[config.mk]
export PLATFORM = sky130hd
export DESIGN_NAME = readout_port
export DESIGN_NICKNAME = d
export VERILOG_FILES = /design/src/rtl/rdp_pkg.sv /design/src/rtl/rdp_sync.sv /design/src/rtl/rdp_snapshot.sv /design/src/rtl/rdp_shifter.sv /design/src/rtl/readout_port.sv
export SDC_FILE = /design/constraint.sdc
export NUM_CORES = 1
export LEC_CHECK = 0
export BUFFER_PORTS_ARGS = -buffer_cell sky130_fd_sc_hd__buf_2
export CELL_PAD_IN_SITES_DETAIL_PLACEMENT = 1
export CELL_PAD_IN_SITES_GLOBAL_PLACEMENT = 2
export CORE_MARGIN = 2
export CORE_UTILIZATION = 40
export CTS_BUF_LIST = sky130_fd_sc_hd__clkbuf_8
export DETAILED_ROUTE_END_ITERATION = 10
export PLACE_DENSITY_LB_ADDON = 0.2
export SYNTH_ARGS = -nofsm -noshare
export SYNTH_HDL_FRONTEND = slang
export SYNTH_SLANG_ARGS = --single-unit
[constraint.sdc]
create_clock -name clk -period 2.6 [get_ports clk]
set_clock_uncertainty 0.1 [all_clocks]
set_input_delay 0.13 -clock clk [delete_from_list [all_inputs] [get_ports clk]]
set_output_delay 0.13 -clock clk [all_outputs]
set_load 0.05 [all_outputs]
[src/rtl/rdp_pkg.sv]
package rdp_pkg;
  localparam int RDP_DEF_W      = 12;
  localparam int RDP_SYNC_DEPTH = 2;

  // control synchroniser lane positions
  localparam int CTL_SAMPLE = 0;
  localparam int CTL_RD     = 1;
  localparam int CTL_CS     = 2;
  localparam int CTL_SEL    = 3;
  localparam int CTL_MODE   = 4;
  localparam int CTL_SCLK   = 5;
  localparam int CTL_N      = 6;

  // idle levels: active-low strobes rest high
  localparam logic [CTL_N-1:0] CTL_IDLE = 6'b000111;

  typedef enum logic {
    PORT_SERIAL   = 1'b0,
    PORT_PARALLEL = 1'b1
  } port_mode_e;
endpackage

[src/rtl/rdp_sync.sv]
module rdp_sync #(
  parameter int N = 1,
  parameter int STAGES = 2,
  parameter logic [N-1:0] RST_VAL = '0
) (
  input  logic         clk,
  input  logic         rst_n,
  input  logic [N-1:0] d_i,
  output logic [N-1:0] q_o,
  output logic [N-1:0] rise_o,
  output logic [N-1:0] fall_o
);
  logic [STAGES-1:0][N-1:0] chain;
  logic [N-1:0]             prev;

  always_ff @(posedge clk or negedge rst_n) begin
    if (!rst_n) chain[0] <= RST_VAL;
    else        chain[0] <= d_i;
  end

  genvar s;
  generate
    for (s = 1; s < STAGES; s++) begin : g_stage
      always_ff @(posedge clk or negedge rst_n) begin
        if (!rst_n) chain[s] <= RST_VAL;
        else        chain[s] <= chain[s-1];
      end
    end
  endgenerate

  always_ff @(posedge clk or negedge rst_n) begin
    if (!rst_n) prev <= RST_VAL;
    else        prev <= chain[STAGES-1];
  end

  assign q_o    = chain[STAGES-1];
  assign rise_o = chain[STAGES-1] & ~prev;
  assign fall_o = prev & ~chain[STAGES-1];
endmodule

[src/rtl/rdp_snapshot.sv]
module rdp_snapshot #(
  parameter int W = 12
) (
  input  logic         clk,
  input  logic         rst_n,
  input  logic         take_i,
  input  logic [W-1:0] pos_i,
  input  logic [W-1:0] vel_i,
  output logic [W-1:0] pos_o,
  output logic [W-1:0] vel_o
);
  always_ff @(posedge clk or negedge rst_n) begin
    if (!rst_n) begin
      pos_o <= '0;
      vel_o <= '0;
    end else if (take_i) begin
      pos_o <= pos_i;
      vel_o <= vel_i;
    end
  end
endmodule

[src/rtl/rdp_shifter.sv]
module rdp_shifter #(
  parameter int W = 12,
  localparam int CW = $clog2(W + 1)
) (
  input  logic          clk,
  input  logic          rst_n,
  input  logic          load_i,
  input  logic [W-1:0]  word_i,
  input  logic          shift_i,
  output logic [W-1:0]  bits_o,
  output logic [CW-1:0] cnt_o
);
  localparam logic [CW-1:0] LAST = CW'(W);

  always_ff @(posedge clk or negedge rst_n) begin
    if (!rst_n) begin
      bits_o <= '0;
      cnt_o  <= '0;
    end else if (load_i) begin
      bits_o <= word_i;
      cnt_o  <= '0;
    end else if (shift_i && (cnt_o != LAST)) begin
      bits_o <= {bits_o[W-2:0], 1'b0};
      cnt_o  <= cnt_o + 1'b1;
    end
  end
endmodule

[src/rtl/readout_port.sv]
module readout_port
  import rdp_pkg::*;
#(
  parameter int W = RDP_DEF_W
) (
  input  logic         clk,
  input  logic         rst_n,
  input  logic [W-1:0] pos_live_i,
  input  logic [W-1:0] vel_live_i,
  input  logic         sample_n_i,
  input  logic         rd_n_i,
  input  logic         cs_n_i,
  input  logic         sel_pos_i,
  input  logic         par_mode_i,
  input  logic         sclk_i,
  output logic [W-1:0] dbus_o,
  output logic [W-1:0] dbus_oe_o
);
  localparam int CW = $clog2(W + 1);

  logic [CTL_N-1:0] ctl_raw, ctl_q, ctl_rise, ctl_fall;
  logic [W-1:0]     pos_hold, vel_hold, sel_word, shreg;
  logic [CW-1:0]    bit_cnt;
  logic             cs_q, rd_q, mode_q, take, load, shift, frame_active, enabled;
  port_mode_e       port_mode;

  assign ctl_raw[CTL_SAMPLE] = sample_n_i;
  assign ctl_raw[CTL_RD]     = rd_n_i;
  assign ctl_raw[CTL_CS]     = cs_n_i;
  assign ctl_raw[CTL_SEL]    = sel_pos_i;
  assign ctl_raw[CTL_MODE]   = par_mode_i;
  assign ctl_raw[CTL_SCLK]   = sclk_i;

  rdp_sync #(.N(CTL_N), .STAGES(RDP_SYNC_DEPTH), .RST_VAL(CTL_IDLE)) u_sync (
    .clk(clk), .rst_n(rst_n), .d_i(ctl_raw),
    .q_o(ctl_q), .rise_o(ctl_rise), .fall_o(ctl_fall)
  );

  assign cs_q      = ctl_q[CTL_CS];
  assign rd_q      = ctl_q[CTL_RD];
  assign mode_q    = ctl_q[CTL_MODE];
  assign port_mode = port_mode_e'(mode_q);
  assign take      = ctl_fall[CTL_SAMPLE];
  assign enabled   = !cs_q && !rd_q;

  rdp_snapshot #(.W(W)) u_snap (
    .clk(clk), .rst_n(rst_n), .take_i(take),
    .pos_i(pos_live_i), .vel_i(vel_live_i),
    .pos_o(pos_hold), .vel_o(vel_hold)
  );

  assign sel_word = ctl_q[CTL_SEL] ? pos_hold : vel_hold;

  // frame starts on a synchronised read fall with chip select low in serial mode
  assign load  = ctl_fall[CTL_RD] && !cs_q && (port_mode == PORT_SERIAL);
  assign shift = ctl_rise[CTL_SCLK] && frame_active && enabled;

  always_ff @(posedge clk or negedge rst_n) begin
    if (!rst_n)                                        frame_active <= 1'b0;
    else if (load)                                     frame_active <= 1'b1;
    else if (!enabled || port_mode != PORT_SERIAL)     frame_active <= 1'b0;
  end

  rdp_shifter #(.W(W)) u_shift (
    .clk(clk), .rst_n(rst_n), .load_i(load), .word_i(sel_word),
    .shift_i(shift), .bits_o(shreg), .cnt_o(bit_cnt)
  );

  always_ff @(posedge clk or negedge rst_n) begin
    if (!rst_n) begin
      dbus_o    <= '0;
      dbus_oe_o <= '0;
    end else if (enabled && port_mode == PORT_PARALLEL) begin
      dbus_o    <= sel_word;
      dbus_oe_o <= '1;
    end else if (enabled) begin
      dbus_o    <= {shreg[W-1] & frame_active, {(W-1){1'b0}}};
      dbus_oe_o <= {1'b1, {(W-1){1'b0}}};
    end else begin
      dbus_o    <= '0;
      dbus_oe_o <= '0;
    end
  end
endmodule

==> results of run 1 <==
==> per-stage QoR <==
| step | worst slack, ps | utilization [%] | area, µm² | power [µW] | hold slack, ps |
|---|---|---|---|---|---|
| after global routing | 531 | 52.4 | 3500 | 2520 | 265 |
| final | 674 | 52.4 | 3500 | 2410 | 257 |
| after CTS | 675 | 52.4 | 3500 | 2440 | 259 |
| after detailed placement | 741 | 45.1 | 3010 | 1610 | 138 |
| after floorplan | 991 | - | 2710 | 1500 | -266 |
| after global placement | 811 | 45.1 | 3010 | 1600 | 135 |
==> cell usage in the layout, fill, tap and decap left out, types with 2 or more instances in the layout <==
master / count
a21oi_1: 15
dfstp_2: 8
a22oi_1: 9
inv_1: 5
dfrtp_1: 62
nor2_1: 16
dlygate4sd3_1: 31
buf_2: 55
ha_1: 2
mux2i_1: 11
nand3_1: 5
clkinvlp_4: 2
clkbuf_8: 11
mux2_2: 25
nand2_1: 15
buf_4: 3
==> kinds of logic (layout without fill, tap and decap cells) <==
logic type	after synthesis	count (layout)	synth area share [%]
AO/OA/AOI/OAI	28	28	6.22
XOR/XNOR	1	1	0.323
adder cells (fa/ha/maj)	2	2	0.922
buffers and inverters	24	109	5.16
flip-flops	70	70	64.9
multiplexers	36	36	14.4
AND/OR/NAND/NOR	46	46	8.02
==> metal layers <==
layer,part of all wire [%],wire (µm)
met1,44,2480
met5,0,0
met2,52,2910
met3,2.5,140
met4,1.8,104
==> critical path: stages, from the launching register on <==
cell     delay (ps)
dfrtp_1         400
inv_1            60
ha_1            190
nand3_1          90
and4_1          590
a21oi_1         180
a31o_1          210
==> final timing paths <==
| path | startpoint | end | cells after the start |
|---|---|---|---|
| setup / recovery | u_shift.cnt_o[0]$_DFFE_PN0P_ | u_shift.cnt_o[2]$_DFFE_PN0P_ | 6 |
| hold / removal | u_sync.chain[1]$_DFF_PN1_ | u_sync.q_o[1]$_DFF_PN1_ | 0 |
| setup reg to reg | u_shift.cnt_o[0]$_DFFE_PN0P_ | u_shift.cnt_o[2]$_DFFE_PN0P_ | 6 |
| hold reg to reg | u_sync.chain[1]$_DFF_PN1_ | u_sync.q_o[1]$_DFF_PN1_ | 0 |
| max in group asynchronous | rst_n | u_sync.q_o[0]$_DFF_PN1_ | 3 |
| min in group asynchronous | rst_n | u_snap.vel_o[2]$_DFFE_PN0P_ | 2 |
==> where the power goes <==
group / internal (µW) / total (µW) / leakage [µW] / switching (µW)
Sequential: 1220 / 1290 / 0.000846 / 73.9
Combinational: 158 / 330 / 0.000748 / 172
Clock: 390 / 784 / 0.0000939 / 394
==> area by class of cell <==
| cell class | count | area [µm²] |
|---|---|---|
| clock buffers | 11 | 151 |
| clock inverters | 5 | 27.5 |
| fillers | 715 | 3180 |
| inverters | 3 | 11.3 |
| multi-input cells | 113 | 823 |
| flip-flops and latches | 70 | 1760 |
| well taps | 80 | 100 |
| repair buffers | 90 | 628 |
==> registers in the layout, indices dropped and copies added (netlist names) <==
register,flops
dbus_o,12
dbus_oe_o,2
frame_active,1
u_shift.bits_o,12
u_shift.cnt_o,4
u_snap.pos_o,12
u_snap.vel_o,12
u_sync.chain,6
u_sync.prev,3
u_sync.q_o,6
==> timing repair <==
item                                   CTS  global route
setup buffers                            0             0
endpoints found under the hold margin   59             0
hold buffers                            31             0
==> metrics.md, run 1 <==
| Metric | Value |
|---|---|
| TritonCTS Buffers | 9 |
| Residual DRC | 0 |
| Die Wd | approximately 86 µm |
| Deepest clock path buffer count | 2 |
| Nets | around 320 |
| Synth Register Bits | 70 |
| First-pass GRT wire length | 9500 µm |
| Top Ports | between 50 and 60 |
| Port Buf Inserts | 55 |
| Number of global-route vias before repair | between 1500 and 2000 |
| Diode count | 0 |
| Detailed-route wire length per cell | 15.1 µm |
| Crit-path max FO | 15 |
| Crit start category | flip-flop |
| CTS tree | yes |
| Clock Latency Late Sink | around 330 ps |
| Area contributors post-synth | dfrtp_1 (57%), mux2_2 (10%), dfstp_2 (7.7%), mux2i_1 (4.1%), buf_4 (3.0%) |
| Synthesis-to-layout area growth | 29.1% |
| Top FF cell, synth | dfrtp_1 |
| Cell taking the most area after synthesis | dfrtp_1 |
| Worst Setup End Kind | flip-flop |
| # Max-Cap Violations | 0 |
| Share of layout cells above drive strength 1 | between 30% and 40% |
| 1st-iter DRT viols | between 70 and 80 |
| Detailed Routing Iterations Pass 1 | 4 |
| Layout Cells excl Fill | between 300 and 400 |
| Tcrit/Tclk final | 74.1% |
| Setup violators final | 0 |
| Top cells by count, synth | dfrtp_1 (62), mux2_2 (25), nor2_1 (16), a21oi_1 (15), nand2_1 (15) |
| Fmax | slightly above 0.5 GHz |
| Sink Count | 70 |
| Crit Path Class | flip-flop to flip-flop |
| Tmin final | between 1500 and 2000 ps |
| HPWL Detailed | about 3500 µm |
| Grt peak-use layer | met2 |
| Max-slew violations | 0 |
| Number of gates resized after CTS | 0 |
| Register area share after synthesis | between 60% and 70% |
| CP Data Required Time | ~2700 ps |
| Warnings, synthesis | 0 |
| Worst-margin pin slew | 769 ps |
| Total GRT Usage | 16.6% |
| Total grt overflow | 0 |
| Arr. time, crit path | between 2000 and 2500 ps |
| Top-count cell post-synth | dfrtp_1 |
| Mapped Cells | between 200 and 250 |
| H-tree levels | 3 |
| R2R Setup Slk | slightly below 700 ps |
| Worst vdd ir | approximately 0.37 mV |
| RSZ-0062 raised after global routing | no |
| Syn Std Cell Area | 2710 µm² |
| Die area | about 7500 µm² |
| Syn avg cell area | roughly 13 µm² |
| GR Util met3 | ~3.2% |
| Core area | approximately 6700 µm² |
| Clk pin slew, worst setup/hold paths | 70 ps |
| Slew headroom | 48.8% |
| Syn_nets | ~240 |
| Fin. Hold Viols | 0 |
| Largest net degree at the start of global routing | 38 |
| Power Density | roughly 700 nW/µm² |
| M2 GR Usage | approximately 28% |
| Outcome | complete, no violations |
| Overall routed net length | about 5600 µm |
| Number of enable flip-flop cells after synthesis | 0 |
| Root Driver | clkbuf_8 |
| Gpl congestion | slightly above 0.7 |
| Sum Neg Setup Slack | 0 ps |
| Share of the synthesized area in the top cell type | 57.2% |
| Hold Path Class | flip-flop to flip-flop |
| LEAKAGE | between 0.0015 and 0.002 µW |
| Unique masters post-synth | 28 |
| Num rows | 30 |
| Antenna Nets Post-Route | 0 |
| M1 GR Usage | between 20% and 30% |
| Die H | approximately 86 µm |
| Vias post-DR | approximately 1800 |
| Starting Density | 40.6% |
| Antenna violations before repair | 0 |
| Post-synth ARST share | 100% |
| Cells after DPL | 325 |
| DR vias/cell | 4.96 |
Note: power is estimated with default switching activity, not from simulation.
==> run 2, diff against run 1 <==
CORE_UTILIZATION = 34   (was 40)
clock period = 1.64 ns   (was 2.6 ns; I/O delays follow)
==> metrics.md, run 2 (same netlist as run 1, synthesis figures left out) <==
| Metric | Value |
|---|---|
| Outcome | complete, no violations |
| Worst vdd ir | around 0.50 mV |
| Sum Neg Setup Slack | 0 ps |
| Hold Path Class | input pin to asynchronous set/reset pin |
| Deepest clock path buffer count | 2 |
| Finished Cell Area | roughly 3700 µm² |
| Worst path slowest cell | dfstp_2 |
| Clock Latency Late Sink | between 300 and 400 ps |
| Arr. time, crit path | 1670 ps |
| # Max-Cap Violations | 0 |
| Crit Path Class | flip-flop to flip-flop |
| Starting Density | 35.1% |
| Largest net degree at the start of global routing | slightly above 70 |
| HPWL Detailed | ~3800 µm |
| LEAKAGE | 0.00177 µW |
| Sink Count | 70 |
| Detailed Routing Iterations Pass 1 | 4 |
| Share of layout cells above drive strength 1 | between 40% and 50% |
| Nets | 332 |
| RSZ-0062 raised after global routing | no |
| Leading cell type in the layout, fill and taps excluded | dfrtp_1 |
| Power Density | between 1000 and 1500 nW/µm² |
| TritonCTS Buffers | 9 |
| Total GRT Usage | 14.4% |
| Slew headroom | about 70% |
| Antenna Nets Post-Route | 0 |
| Commonest cells after routing, fill and taps aside | dfrtp_1 (62), buf_2 (55), dlygate4sd3_1 (31), mux2_2 (25), nor2_1 (16) |
| Die area | around 8700 µm² |
| Overall routed net length | 5770 µm |
| Fin. Hold Viols | 0 |
| Number of global-route vias before repair | roughly 2000 |
| DR vias/cell | roughly 4.6 |
| First-pass GRT wire length | roughly 9500 µm |
| 1st-iter DRT viols | 45 |
| Num rows | 32 |
| Vias post-DR | between 1500 and 2000 |
| Post-DP Area | between 3000 and 4000 µm² |
| Max-slew violations | 0 |
| Synthesis-to-layout area growth | 36.7% |
| H-tree levels | 3 |
| Tcrit/Tclk final | ~95% |
| Gpl congestion | roughly 0.7 |
| Root Driver | clkbuf_8 |
| Port Buf Inserts | 55 |
| Worst Setup End Kind | flip-flop |
| Crit path cell chain | or4b_1 > buf_4 > nand3_1 > o211ai_1 |
| CTS tree | yes |
| Core area | between 7000 and 8000 µm² |
| Total grt overflow | 0 |
| Clk pin slew, worst setup/hold paths | 70 ps |
| Setup violators final | 0 |
| CP peak stage delay | 550 ps |
| Fmax | roughly 0.64 GHz |
| Tmin final | around 1600 ps |
| Die H | 93.3 µm |
| Residual DRC | 0 |
| Top Ports | 56 |
| Detailed-route wire length per cell | ~14 µm |
| Diode count | 0 |
| Worst-margin pin slew | between 400 and 500 ps |
| Die Wd | between 90 and 100 µm |
| Crit-path max FO | 6 |
| Crit start category | flip-flop |
| CP Data Required Time | ~1800 ps |
| Antenna violations before repair | 0 |
run 2: cell count changes in the layout (fill, tap and decap cells not counted), sizes merged:
cell    delta
clkinv     +1
bufinv     +2
clkbuf     -1
inv        -2
buf       +11
run 2: area by class of cell:
type / instances / area [µm²]
fillers: 817 / 4020
flip-flops and latches: 70 / 1760
multi-input cells: 113 / 838
repair buffers: 101 / 748
clock buffers: 10 / 138
well taps: 102 / 128
clock inverters: 6 / 85.1
inverters: 3 / 11.3
run 2: critical path, delay by kind of cell, from the launching register on:
family,cells,cell delay [ps]
compound gates,1,90
buf+inv,1,180
flops,1,550
simple gates,2,530
run 2: stage by stage:
stage          utilization, %  total power, µW  std cells  hold slack [ps]  setup WS (ps)
2_1_floorplan               -             2380        207             -314           30.8
3_3_place_gp             40.9             2560        358             41.3           95.2
3_5_place_dp             40.9             2590        358             40.7           78.1
4_1_cts                  47.8             4190        405              202           55.7
5_1_grt                  48.0             4370        405              206           3.28
6_report                 48.0             4120        405              188           79.1
run 2: worst paths after layout:
kind,from,endpoint,slack (ps),cells past startpoint
min in group clk,u_sync.chain[4]$_DFF_PN0_,u_sync.q_o[4]$_DFF_PN0_,250,0
max reg2reg,u_sync.prev[1]$_DFF_PN1_,u_shift.bits_o[7]$_DFFE_PN0P_,80,4
max in group asynchronous,rst_n,u_sync.prev[0]$_DFF_PN1_,910,3
max,u_sync.prev[1]$_DFF_PN1_,u_shift.bits_o[7]$_DFFE_PN0P_,80,4
min,rst_n,u_shift.cnt_o[3]$_DFFE_PN0P_,190,3
min reg2reg,u_sync.chain[4]$_DFF_PN0_,u_sync.q_o[4]$_DFF_PN0_,250,0
run 2: power by group:
part           internal [µW]  switching, µW  total (µW)
combinational            270            287         556
clock                    891            626        1520
sequential              1930            117        2050
run 2: per-layer routing:
layer / routed length [µm] / up-vias / global-route usage, %
met2: 2880 / 39 / 22.9
met1: 2550 / 916 / 18.4
met4: 73 / 0 / 4.41
met3: 268 / 9 / 5.32
li1: - / 887 / -
met5: 0 / - / 0
run 2: repair_timing:
item	in CTS	in global routing
gates resized for setup	0	4
hold endpoints to repair	100	0
setup endpoints to repair	0	5
hold buffers	31	0
buffers inserted	0	0
